==> src/rtl/mcra_pkg.sv <==
package mcra_pkg;
  localparam int BURST_W = 8;

  // burst must be a nonzero multiple of 4 that the write buffer can hold
  function automatic logic burst_legal(input logic [BURST_W-1:0] b,
                                       input int unsigned max_len);
    return (b != '0) && (b[1:0] == 2'b00) && (32'(b) <= max_len);
  endfunction
endpackage

==> src/rtl/mcra_wbuf.sv <==
module mcra_wbuf #(
  parameter int DATA_W   = 16,
  parameter int DEPTH    = 16,
  parameter int PF_DEPTH = 4,
  localparam int CW      = $clog2(DEPTH + 1)
) (
  input  logic              clk,
  input  logic              rst,
  input  logic              push_valid,
  input  logic [DATA_W-1:0] push_data,
  output logic              push_ready,
  input  logic              claim,
  input  logic [7:0]        claim_len,
  output logic [CW-1:0]     unclaimed,
  input  logic              early,
  input  logic              req,
  output logic [DATA_W-1:0] wdata
);
  localparam int AW  = $clog2(DEPTH);
  localparam int PW  = $clog2(PF_DEPTH);
  localparam int PCW = $clog2(PF_DEPTH + 1);

  logic [DATA_W-1:0] mem [DEPTH];
  logic [AW-1:0]     wp, pp;
  logic [CW-1:0]     fill, resv;
  logic [DATA_W-1:0] rd_data;
  logic              rd_vld;
  logic [DATA_W-1:0] sk_q [PF_DEPTH];
  logic [PW-1:0]     sk_wp, sk_rp;
  logic [PCW-1:0]    sk_cnt;
  logic              push, take_skid, bypass, sk_push;

  assign push_ready = fill < CW'(DEPTH);
  assign push       = push_valid && push_ready;
  assign unclaimed  = fill - resv;
  assign take_skid  = req && (sk_cnt != '0);
  assign bypass     = req && (sk_cnt == '0);
  assign sk_push    = rd_vld && !bypass;

  // storage without reset so it maps to block RAM, registered read
  always_ff @(posedge clk) begin
    if (push)  mem[wp] <= push_data;
    if (early) rd_data <= mem[pp];
  end

  always_ff @(posedge clk) begin
    if (rst) begin
      wp     <= '0;
      pp     <= '0;
      fill   <= '0;
      resv   <= '0;
      rd_vld <= 1'b0;
    end else begin
      if (push)  wp <= wp + AW'(1);
      if (early) pp <= pp + AW'(1);
      fill   <= fill + CW'(push) - CW'(early);
      resv   <= resv + (claim ? CW'(claim_len) : CW'(0)) - CW'(early);
      rd_vld <= early;
    end
  end

  always_ff @(posedge clk) begin
    if (sk_push) sk_q[sk_wp] <= rd_data;
  end

  always_ff @(posedge clk) begin
    if (rst) begin
      sk_wp  <= '0;
      sk_rp  <= '0;
      sk_cnt <= '0;
      wdata  <= '0;
    end else begin
      if (sk_push)   sk_wp <= sk_wp + PW'(1);
      if (take_skid) sk_rp <= sk_rp + PW'(1);
      sk_cnt <= sk_cnt + PCW'(sk_push) - PCW'(take_skid);
      if (req) wdata <= take_skid ? sk_q[sk_rp] : rd_data;
    end
  end


  no_skid_underflow_chk: assert property (@(posedge clk) disable iff (rst)
    req |-> (sk_cnt != '0 || rd_vld));

  skid_bound_chk: assert property (@(posedge clk) disable iff (rst)
    sk_cnt <= PCW'(PF_DEPTH));

  resv_le_fill_chk: assert property (@(posedge clk) disable iff (rst)
    resv <= fill);

  fill_bound_chk: assert property (@(posedge clk) disable iff (rst)
    fill <= CW'(DEPTH));
endmodule

==> src/rtl/mcra_issue.sv <==
module mcra_issue
  import mcra_pkg::*;
#(
  parameter int COL_W  = 4,
  parameter int BANK_W = 2,
  parameter int ROW_W  = 4,
  parameter int DEPTH  = 16,
  localparam int CW    = $clog2(DEPTH + 1),
  localparam int AD_W  = COL_W + BANK_W + ROW_W
) (
  input  logic               clk,
  input  logic               rst,
  input  logic               cmd_valid,
  input  logic               cmd_write,
  input  logic [ROW_W-1:0]   cmd_row,
  input  logic [BANK_W-1:0]  cmd_bank,
  input  logic [COL_W-1:0]   cmd_col,
  input  logic [BURST_W-1:0] cmd_burst,
  output logic               cmd_ready,
  input  logic               busy,
  input  logic [CW-1:0]      unclaimed,
  output logic               claim,
  output logic               rd_accept,
  output logic [BURST_W-1:0] acc_len,
  output logic               mc_wr_req,
  output logic               mc_rd_req,
  output logic [AD_W-1:0]    mc_addr,
  output logic [BURST_W-1:0] mc_burst
);
  logic legal, fits, acc;

  assign legal     = burst_legal(cmd_burst, DEPTH) && (cmd_col[1:0] == 2'b00);
  assign fits      = !cmd_write || (16'(unclaimed) >= 16'(cmd_burst));
  assign cmd_ready = !busy && legal && fits;
  assign acc       = cmd_valid && cmd_ready;
  assign claim     = acc && cmd_write;
  assign rd_accept = acc && !cmd_write;
  assign acc_len   = cmd_burst;

  always_ff @(posedge clk) begin
    if (rst) begin
      mc_wr_req <= 1'b0;
      mc_rd_req <= 1'b0;
      mc_addr   <= '0;
      mc_burst  <= '0;
    end else begin
      mc_wr_req <= claim;
      mc_rd_req <= rd_accept;
      if (acc) begin
        mc_addr  <= {cmd_row, cmd_bank, cmd_col};
        mc_burst <= cmd_burst;
      end
    end
  end


  req_after_idle_chk: assert property (@(posedge clk) disable iff (rst)
    (mc_wr_req || mc_rd_req) |-> !$past(busy));

  one_req_chk: assert property (@(posedge clk) disable iff (rst)
    $onehot0({mc_wr_req, mc_rd_req}));
endmodule

==> src/rtl/mcra_rdret.sv <==
module mcra_rdret #(
  parameter int DATA_W = 16,
  parameter int CNT_W  = 16
) (
  input  logic              clk,
  input  logic              rst,
  input  logic              rd_accept,
  input  logic [7:0]        rd_len,
  input  logic              beat_valid,
  input  logic [DATA_W-1:0] beat_data,
  output logic              out_valid,
  output logic [DATA_W-1:0] out_data,
  output logic              out_err
);
  logic [CNT_W-1:0] pending;
  logic             have, good;

  assign have = pending != '0;
  assign good = beat_valid && have;

  always_ff @(posedge clk) begin
    if (rst) begin
      pending   <= '0;
      out_valid <= 1'b0;
      out_err   <= 1'b0;
      out_data  <= '0;
    end else begin
      pending   <= pending + (rd_accept ? CNT_W'(rd_len) : CNT_W'(0)) - CNT_W'(good);
      out_valid <= good;
      out_err   <= beat_valid && !have;
      if (beat_valid) out_data <= beat_data;
    end
  end


  fwd_src_chk: assert property (@(posedge clk) disable iff (rst)
    out_valid |-> $past(beat_valid));

  err_excl_chk: assert property (@(posedge clk) disable iff (rst)
    out_err |-> (!out_valid && $past(beat_valid)));
endmodule

==> src/rtl/mc_req_adapter.sv <==
module mc_req_adapter #(
  parameter int COL_W      = 4,
  parameter int BANK_W     = 2,
  parameter int ROW_W      = 4,
  parameter int DATA_W     = 16,
  parameter int WBUF_DEPTH = 16,
  parameter int PF_DEPTH   = 4,
  parameter int RD_CNT_W   = 16
) (
  input  logic                          clk,
  input  logic                          rst,
  input  logic                          cl_cmd_valid,
  input  logic                          cl_cmd_write,
  input  logic [ROW_W-1:0]              cl_cmd_row,
  input  logic [BANK_W-1:0]             cl_cmd_bank,
  input  logic [COL_W-1:0]              cl_cmd_col,
  input  logic [7:0]                    cl_cmd_burst,
  output logic                          cl_cmd_ready,
  input  logic                          cl_wdata_valid,
  input  logic [DATA_W-1:0]             cl_wdata,
  output logic                          cl_wdata_ready,
  output logic                          cl_rdata_valid,
  output logic [DATA_W-1:0]             cl_rdata,
  output logic                          cl_rd_err,
  input  logic                          mc_busy,
  output logic                          mc_wr_req,
  output logic                          mc_rd_req,
  output logic [ROW_W+BANK_W+COL_W-1:0] mc_addr,
  output logic [7:0]                    mc_burst,
  input  logic                          mc_wdata_req_early,
  input  logic                          mc_wdata_req,
  output logic [DATA_W-1:0]             mc_wdata,
  input  logic                          mc_rdata_valid,
  input  logic [DATA_W-1:0]             mc_rdata
);
  localparam int CW = $clog2(WBUF_DEPTH + 1);

  logic [CW-1:0] unclaimed;
  logic          claim, rd_accept;
  logic [7:0]    acc_len;

  mcra_issue #(
    .COL_W(COL_W), .BANK_W(BANK_W), .ROW_W(ROW_W), .DEPTH(WBUF_DEPTH)
  ) u_issue (
    .clk(clk), .rst(rst),
    .cmd_valid(cl_cmd_valid), .cmd_write(cl_cmd_write),
    .cmd_row(cl_cmd_row), .cmd_bank(cl_cmd_bank), .cmd_col(cl_cmd_col),
    .cmd_burst(cl_cmd_burst), .cmd_ready(cl_cmd_ready),
    .busy(mc_busy), .unclaimed(unclaimed),
    .claim(claim), .rd_accept(rd_accept), .acc_len(acc_len),
    .mc_wr_req(mc_wr_req), .mc_rd_req(mc_rd_req),
    .mc_addr(mc_addr), .mc_burst(mc_burst)
  );

  mcra_wbuf #(
    .DATA_W(DATA_W), .DEPTH(WBUF_DEPTH), .PF_DEPTH(PF_DEPTH)
  ) u_wbuf (
    .clk(clk), .rst(rst),
    .push_valid(cl_wdata_valid), .push_data(cl_wdata), .push_ready(cl_wdata_ready),
    .claim(claim), .claim_len(acc_len), .unclaimed(unclaimed),
    .early(mc_wdata_req_early), .req(mc_wdata_req), .wdata(mc_wdata)
  );

  mcra_rdret #(
    .DATA_W(DATA_W), .CNT_W(RD_CNT_W)
  ) u_rdret (
    .clk(clk), .rst(rst),
    .rd_accept(rd_accept), .rd_len(acc_len),
    .beat_valid(mc_rdata_valid), .beat_data(mc_rdata),
    .out_valid(cl_rdata_valid), .out_data(cl_rdata), .out_err(cl_rd_err)
  );
endmodule

==> config.mk <==
export PLATFORM = sky130hd
export DESIGN_NAME = mc_req_adapter
export DESIGN_NICKNAME = d
export VERILOG_FILES = /design/src/rtl/mcra_pkg.sv /design/src/rtl/mcra_wbuf.sv /design/src/rtl/mcra_issue.sv /design/src/rtl/mcra_rdret.sv /design/src/rtl/mc_req_adapter.sv
export SDC_FILE = /design/constraint.sdc
export NUM_CORES = 1
export LEC_CHECK = 0
export BUFFER_PORTS_ARGS = -buffer_cell sky130_fd_sc_hd__buf_2
export CAP_MARGIN = 30
export CORE_MARGIN = 2
export CORE_UTILIZATION = 65
export CTS_CLUSTER_DIAMETER = 200
export CTS_CLUSTER_SIZE = 16
export DETAILED_ROUTE_END_ITERATION = 8
export GPL_ROUTABILITY_DRIVEN = 0
export PLACE_DENSITY = 0.85
export REMOVE_ABC_BUFFERS = 1
export SETUP_SLACK_MARGIN = 0.4
export SYNTH_ARGS = -nofsm -noshare
export SYNTH_HDL_FRONTEND = slang
export SYNTH_HIERARCHICAL = 1
export SYNTH_SLANG_ARGS = --single-unit
==> constraint.sdc <==
create_clock -name clk -period 8.1 [get_ports clk]
set_input_delay 1.215 -clock clk [delete_from_list [all_inputs] [get_ports clk]]
set_output_delay 1.215 -clock clk [all_outputs]
set_load 0.02 [all_outputs]
==> reports/summary.md <==
The worst-case IR drop observed on VDD is 0.000202 V. Subtracting the final worst setup slack from the clock period gives 5.05 ns. The leakage power of the design was 7.13 nW. For the final setup violation count, the log shows 0. STA classifies the critical path endpoint as a register. The number of global-route vias before repair is 10164, and the number of storage elements in the synthesis netlist is 434. The number of CTS-inserted buffers is 31, and the netlist area before placement is 18000 sq um. Buffer type at the clock tree root: sky130_fd_sc_hd__clkbuf_16.

The number of enable-type register cells in the synthesized netlist is 336. Power comes to 5.49 mW. The sequential cells in the finished layout cover a total of 12100 sq um. The logs give 61 for the unique cell type count in the Yosys netlist and 37.2 mm for the detailed-route wire length. The internal portion of the total power is 3.91 mW.

Largest area contributor in the netlist: sky130_fd_sc_hd__edfxtp_1. The worst-margin pin slew is 1.00 ns. The total global routing track utilization was 26.2%; the number of buffers inserted by post-CTS setup repair was 0. The run gives 0 as the number of instances resized during post-cts repair. Final worst-path cycle share: 62.4%. The largest fanout of any net on the critical path was 8; the switching share of total power was 28.7%. Across all layers, the routed design uses 9973 vias.

Dividing total power by cell area gives a power density of 276 nW/um^2. The count of routing violations after the opening detailed-route iteration was 891; the global-route wire length before repair was 56.9 mm. The worst hold-check path type was reg2reg. The vertical die dimension came out at 170 um. Dividing the detail-routed via count by the number of cells gives 6.03. The number of antenna diodes in the final layout is 0.

Port buffering added 114 buffers. The portion of total power attributed to combinational logic is 25.0%, and the clock sink total is 434. The run finished with clean final reports. The multi-input gate area in the final layout was 5350 sq um; the H-tree level count was 1. Setup repair after global routing left no endpoint under its margin.

The reg2reg setup slack is 3.05 ns, and the final non-filler cell total is 1655. The share of post-route cells with drive strength above 1 came out at 22.0%. Relative to the synthesized area, the layout overhead comes to 10.3%. In the synthesized netlist, the number of instances is 1143.

The floorplan has 60 rows. For the hold violation total from the final report, the log shows 0. In the final timing run, aggregate negative setup slack is 0 ns.

At the worst endpoint, the required time is 8.56 ns. For this run, design rule violations remaining after detail routing come to 0. The die extent in x works out to 170 um. Clock skew on the completed layout was measured at 0.0145 ns. The count of yosys warnings during synthesis was 6; the data arrival time of the critical path was 5.51 ns. The sequential cell area fraction in the yosys report was 66.9%; the fraction of power consumed by the clock network was 26.2%.

In the post-synthesis netlist, the biggest area contributors are sky130_fd_sc_hd__edfxtp_1 (56%), sky130_fd_sc_hd__dfxtp_1 (11%), sky130_fd_sc_hd__mux4_2 (10%). For this run, the detailed router's first-pass iteration total came to 7. The maximum count of clock buffers along a single path is 3, and the maximum frequency from static timing analysis is 0.198 GHz. The tools report the number of antenna violations at the first check in global routing as 1.

Max-cap violations in this run came to 0. The run gives 1383 as the number of nets in the final layout. Of all flip-flops after synthesis, the portion carrying an async set or reset was 0%.

The max-slew violation count is 0, and the clock latency of the later-clocked register in the worst-skew pair is 0.58 ns. For the count of fill cells added during filler insertion, the log shows 1612. sky130_fd_sc_hd__edfxtp_1 is the most common cell in the netlist. Prevailing post-synth register cell: sky130_fd_sc_hd__edfxtp_1. In this run the remaining antenna-violating nets after routing total 0. The tools report the critical path launch point type as a register. Including well taps, the total number of placed cells is 1598.

For this design the top-level I/O count stands at 115. After synthesis, the most frequently instantiated cells are sky130_fd_sc_hd__edfxtp_1 (336), sky130_fd_sc_hd__dfxtp_1 (98), sky130_fd_sc_hd__nor2_1 (90). The logs give 32.7% for the headroom to the max-slew limit and 0 for the leftover overflow at the end of global routing. Per report_power, the sequential group accounts for 48.8% of the total.

Dividing the detail-routed wire length by the instance count gives 22.5 um. Half-perimeter wire length after detailed placement: 23.3 mm. In this run the standard cell core region covers 27100 sq um.

The tools report the number of buffers inserted by hold repair at cts as 0. The clock edge transition at the registers on the reported setup and hold paths was 0.08 ns; the initial core utilization was 66.5%. Of the post-synthesis cell area, the dominant cell type holds 56.0%. The analysis attributes to net switching a power of 1.58 mW. The die footprint is 29100 sq um, and the largest net degree at the start of global routing is 94. TritonCTS built the clock tree.

The synthesized area per cell works out to 15.8 sq um. The kind of critical path was reg2reg.
cells in the final DEF (no fill, tap or decap), types with 24 or more instances in the layout:
cell type / instances
sky130_fd_sc_hd__nand2_1: 70
sky130_fd_sc_hd__nor2_1: 89
sky130_fd_sc_hd__buf_2: 113
sky130_fd_sc_hd__a22oi_1: 32
sky130_fd_sc_hd__dfxtp_1: 96
sky130_fd_sc_hd__mux4_2: 80
sky130_fd_sc_hd__mux2i_1: 29
sky130_fd_sc_hd__inv_1: 76
sky130_fd_sc_hd__nand2b_1: 29
sky130_fd_sc_hd__clkbuf_16: 31
sky130_fd_sc_hd__edfxtp_1: 336
sky130_fd_sc_hd__clkbuf_1: 24
sky130_fd_sc_hd__ha_1: 60
per-layer routing:
layer  up-vias  GRT usage, %  wire length [um]
met3        78          3.30              2530
met2       404          47.0             19400
li1       4494             -                 -
met4         2          8.18              1090
met1      4995          33.6             14100
met5         -         0.348                13
cell families (layout without fill, tap and decap cells):
logic type	after synthesis	in the layout	share of synthesized area, %
AOI/OAI and AO/OA	112	112	4.69
adders and majority gates	65	65	4.72
DFF	434	434	66.9
buffers and inverters	135	275	3.52
and+or+nand+nor	257	257	6.95
xor gates and xnor gates	25	25	1.22
muxes	115	115	12.0
sequential cells by signal (all words and copies together), names as in the netlist, 2 cells and up, named ones only:
name	cells
u_wbuf/rd_data	16
u_wbuf/pp	4
u_rdret/out_data	16
u_wbuf/sk_q	64
u_wbuf/sk_cnt	3
u_issue/mc_burst	8
u_rdret/pending	16
u_wbuf/resv	5
u_wbuf/fill	5
u_wbuf/wp	4
u_wbuf/sk_rp	2
u_issue/mc_addr	10
u_wbuf/sk_wp	2
u_wbuf/mem	256
u_wbuf/wdata	16
through the flow:
| step | area, sq um | util (%) | hold WS (ns) | setup slack [ns] |
|---|---|---|---|---|
| after CTS | 19900 | 73.3 | 0.475 | 3.10 |
| after global placement | 18900 | 69.7 | 0.455 | 3.23 |
| final | 19900 | 73.3 | 0.469 | 3.05 |
| after global routing | 19900 | 73.3 | 0.484 | 2.77 |
| after floorplan | 17700 | - | 0.482 | 3.63 |
| after detailed placement | 19000 | 70.0 | 0.465 | 3.12 |
power groups by stage:
stage          clock (mW)  combinational (mW)  sequential, mW
2_1_floorplan           0               0.988            2.74
3_3_place_gp            0                1.28            2.72
3_5_place_dp            0                1.36            2.73
4_1_cts              1.46                1.37            2.68
5_1_grt              1.54                1.54            2.70
6_report             1.44                1.37            2.68
path summary, 6_finish.rpt:
path | to | startpoint | depth (start not counted)
max | u_rdret/pending[13]$_SDFF_PP0_ | u_wbuf/fill[0]$_SDFF_PP0_ | 21
max reg2reg | u_rdret/pending[13]$_SDFF_PP0_ | u_wbuf/fill[0]$_SDFF_PP0_ | 21
min reg2reg | u_issue/mc_burst[5]$_SDFFE_PP0P_ | u_issue/mc_burst[5]$_SDFFE_PP0P_ | 1
min | u_issue/mc_burst[5]$_SDFFE_PP0P_ | u_issue/mc_burst[5]$_SDFFE_PP0P_ | 1
critical path, stage by stage (launching register included):
cell	delay, ns
sky130_fd_sc_hd__dfxtp_1	0.35
sky130_fd_sc_hd__inv_1	0.05
sky130_fd_sc_hd__ha_1	0.22
sky130_fd_sc_hd__fa_1	0.40
sky130_fd_sc_hd__inv_1	0.07
sky130_fd_sc_hd__a21o_1	0.10
sky130_fd_sc_hd__a21oi_1	0.07
sky130_fd_sc_hd__xnor2_1	0.16
sky130_fd_sc_hd__ha_1	0.24
sky130_fd_sc_hd__or3b_1	0.16
sky130_fd_sc_hd__o2111ai_1	0.14
sky130_fd_sc_hd__a211o_2	0.38
sky130_fd_sc_hd__nor2_1	0.36
sky130_fd_sc_hd__nand2_1	0.12
sky130_fd_sc_hd__ha_1	0.34
sky130_fd_sc_hd__inv_1	0.05
sky130_fd_sc_hd__ha_1	0.30
sky130_fd_sc_hd__a211oi_1	0.46
sky130_fd_sc_hd__o21ai_0	0.18
sky130_fd_sc_hd__a21o_1	0.22
sky130_fd_sc_hd__a21oi_1	0.23
sky130_fd_sc_hd__mux2_2	0.35
final cells by class:
class	count	share of cell area (%)
Sequential cell	434	60.7
Timing Repair Buffer	142	4.13
Tap cell	372	2.34
Inverter	76	1.44
Clock buffer	55	4.36
Multi-Input combinational cell	574	26.9
Clock inverter	2	0.126
No activity file was read; power rests on OpenSTA's default activity.
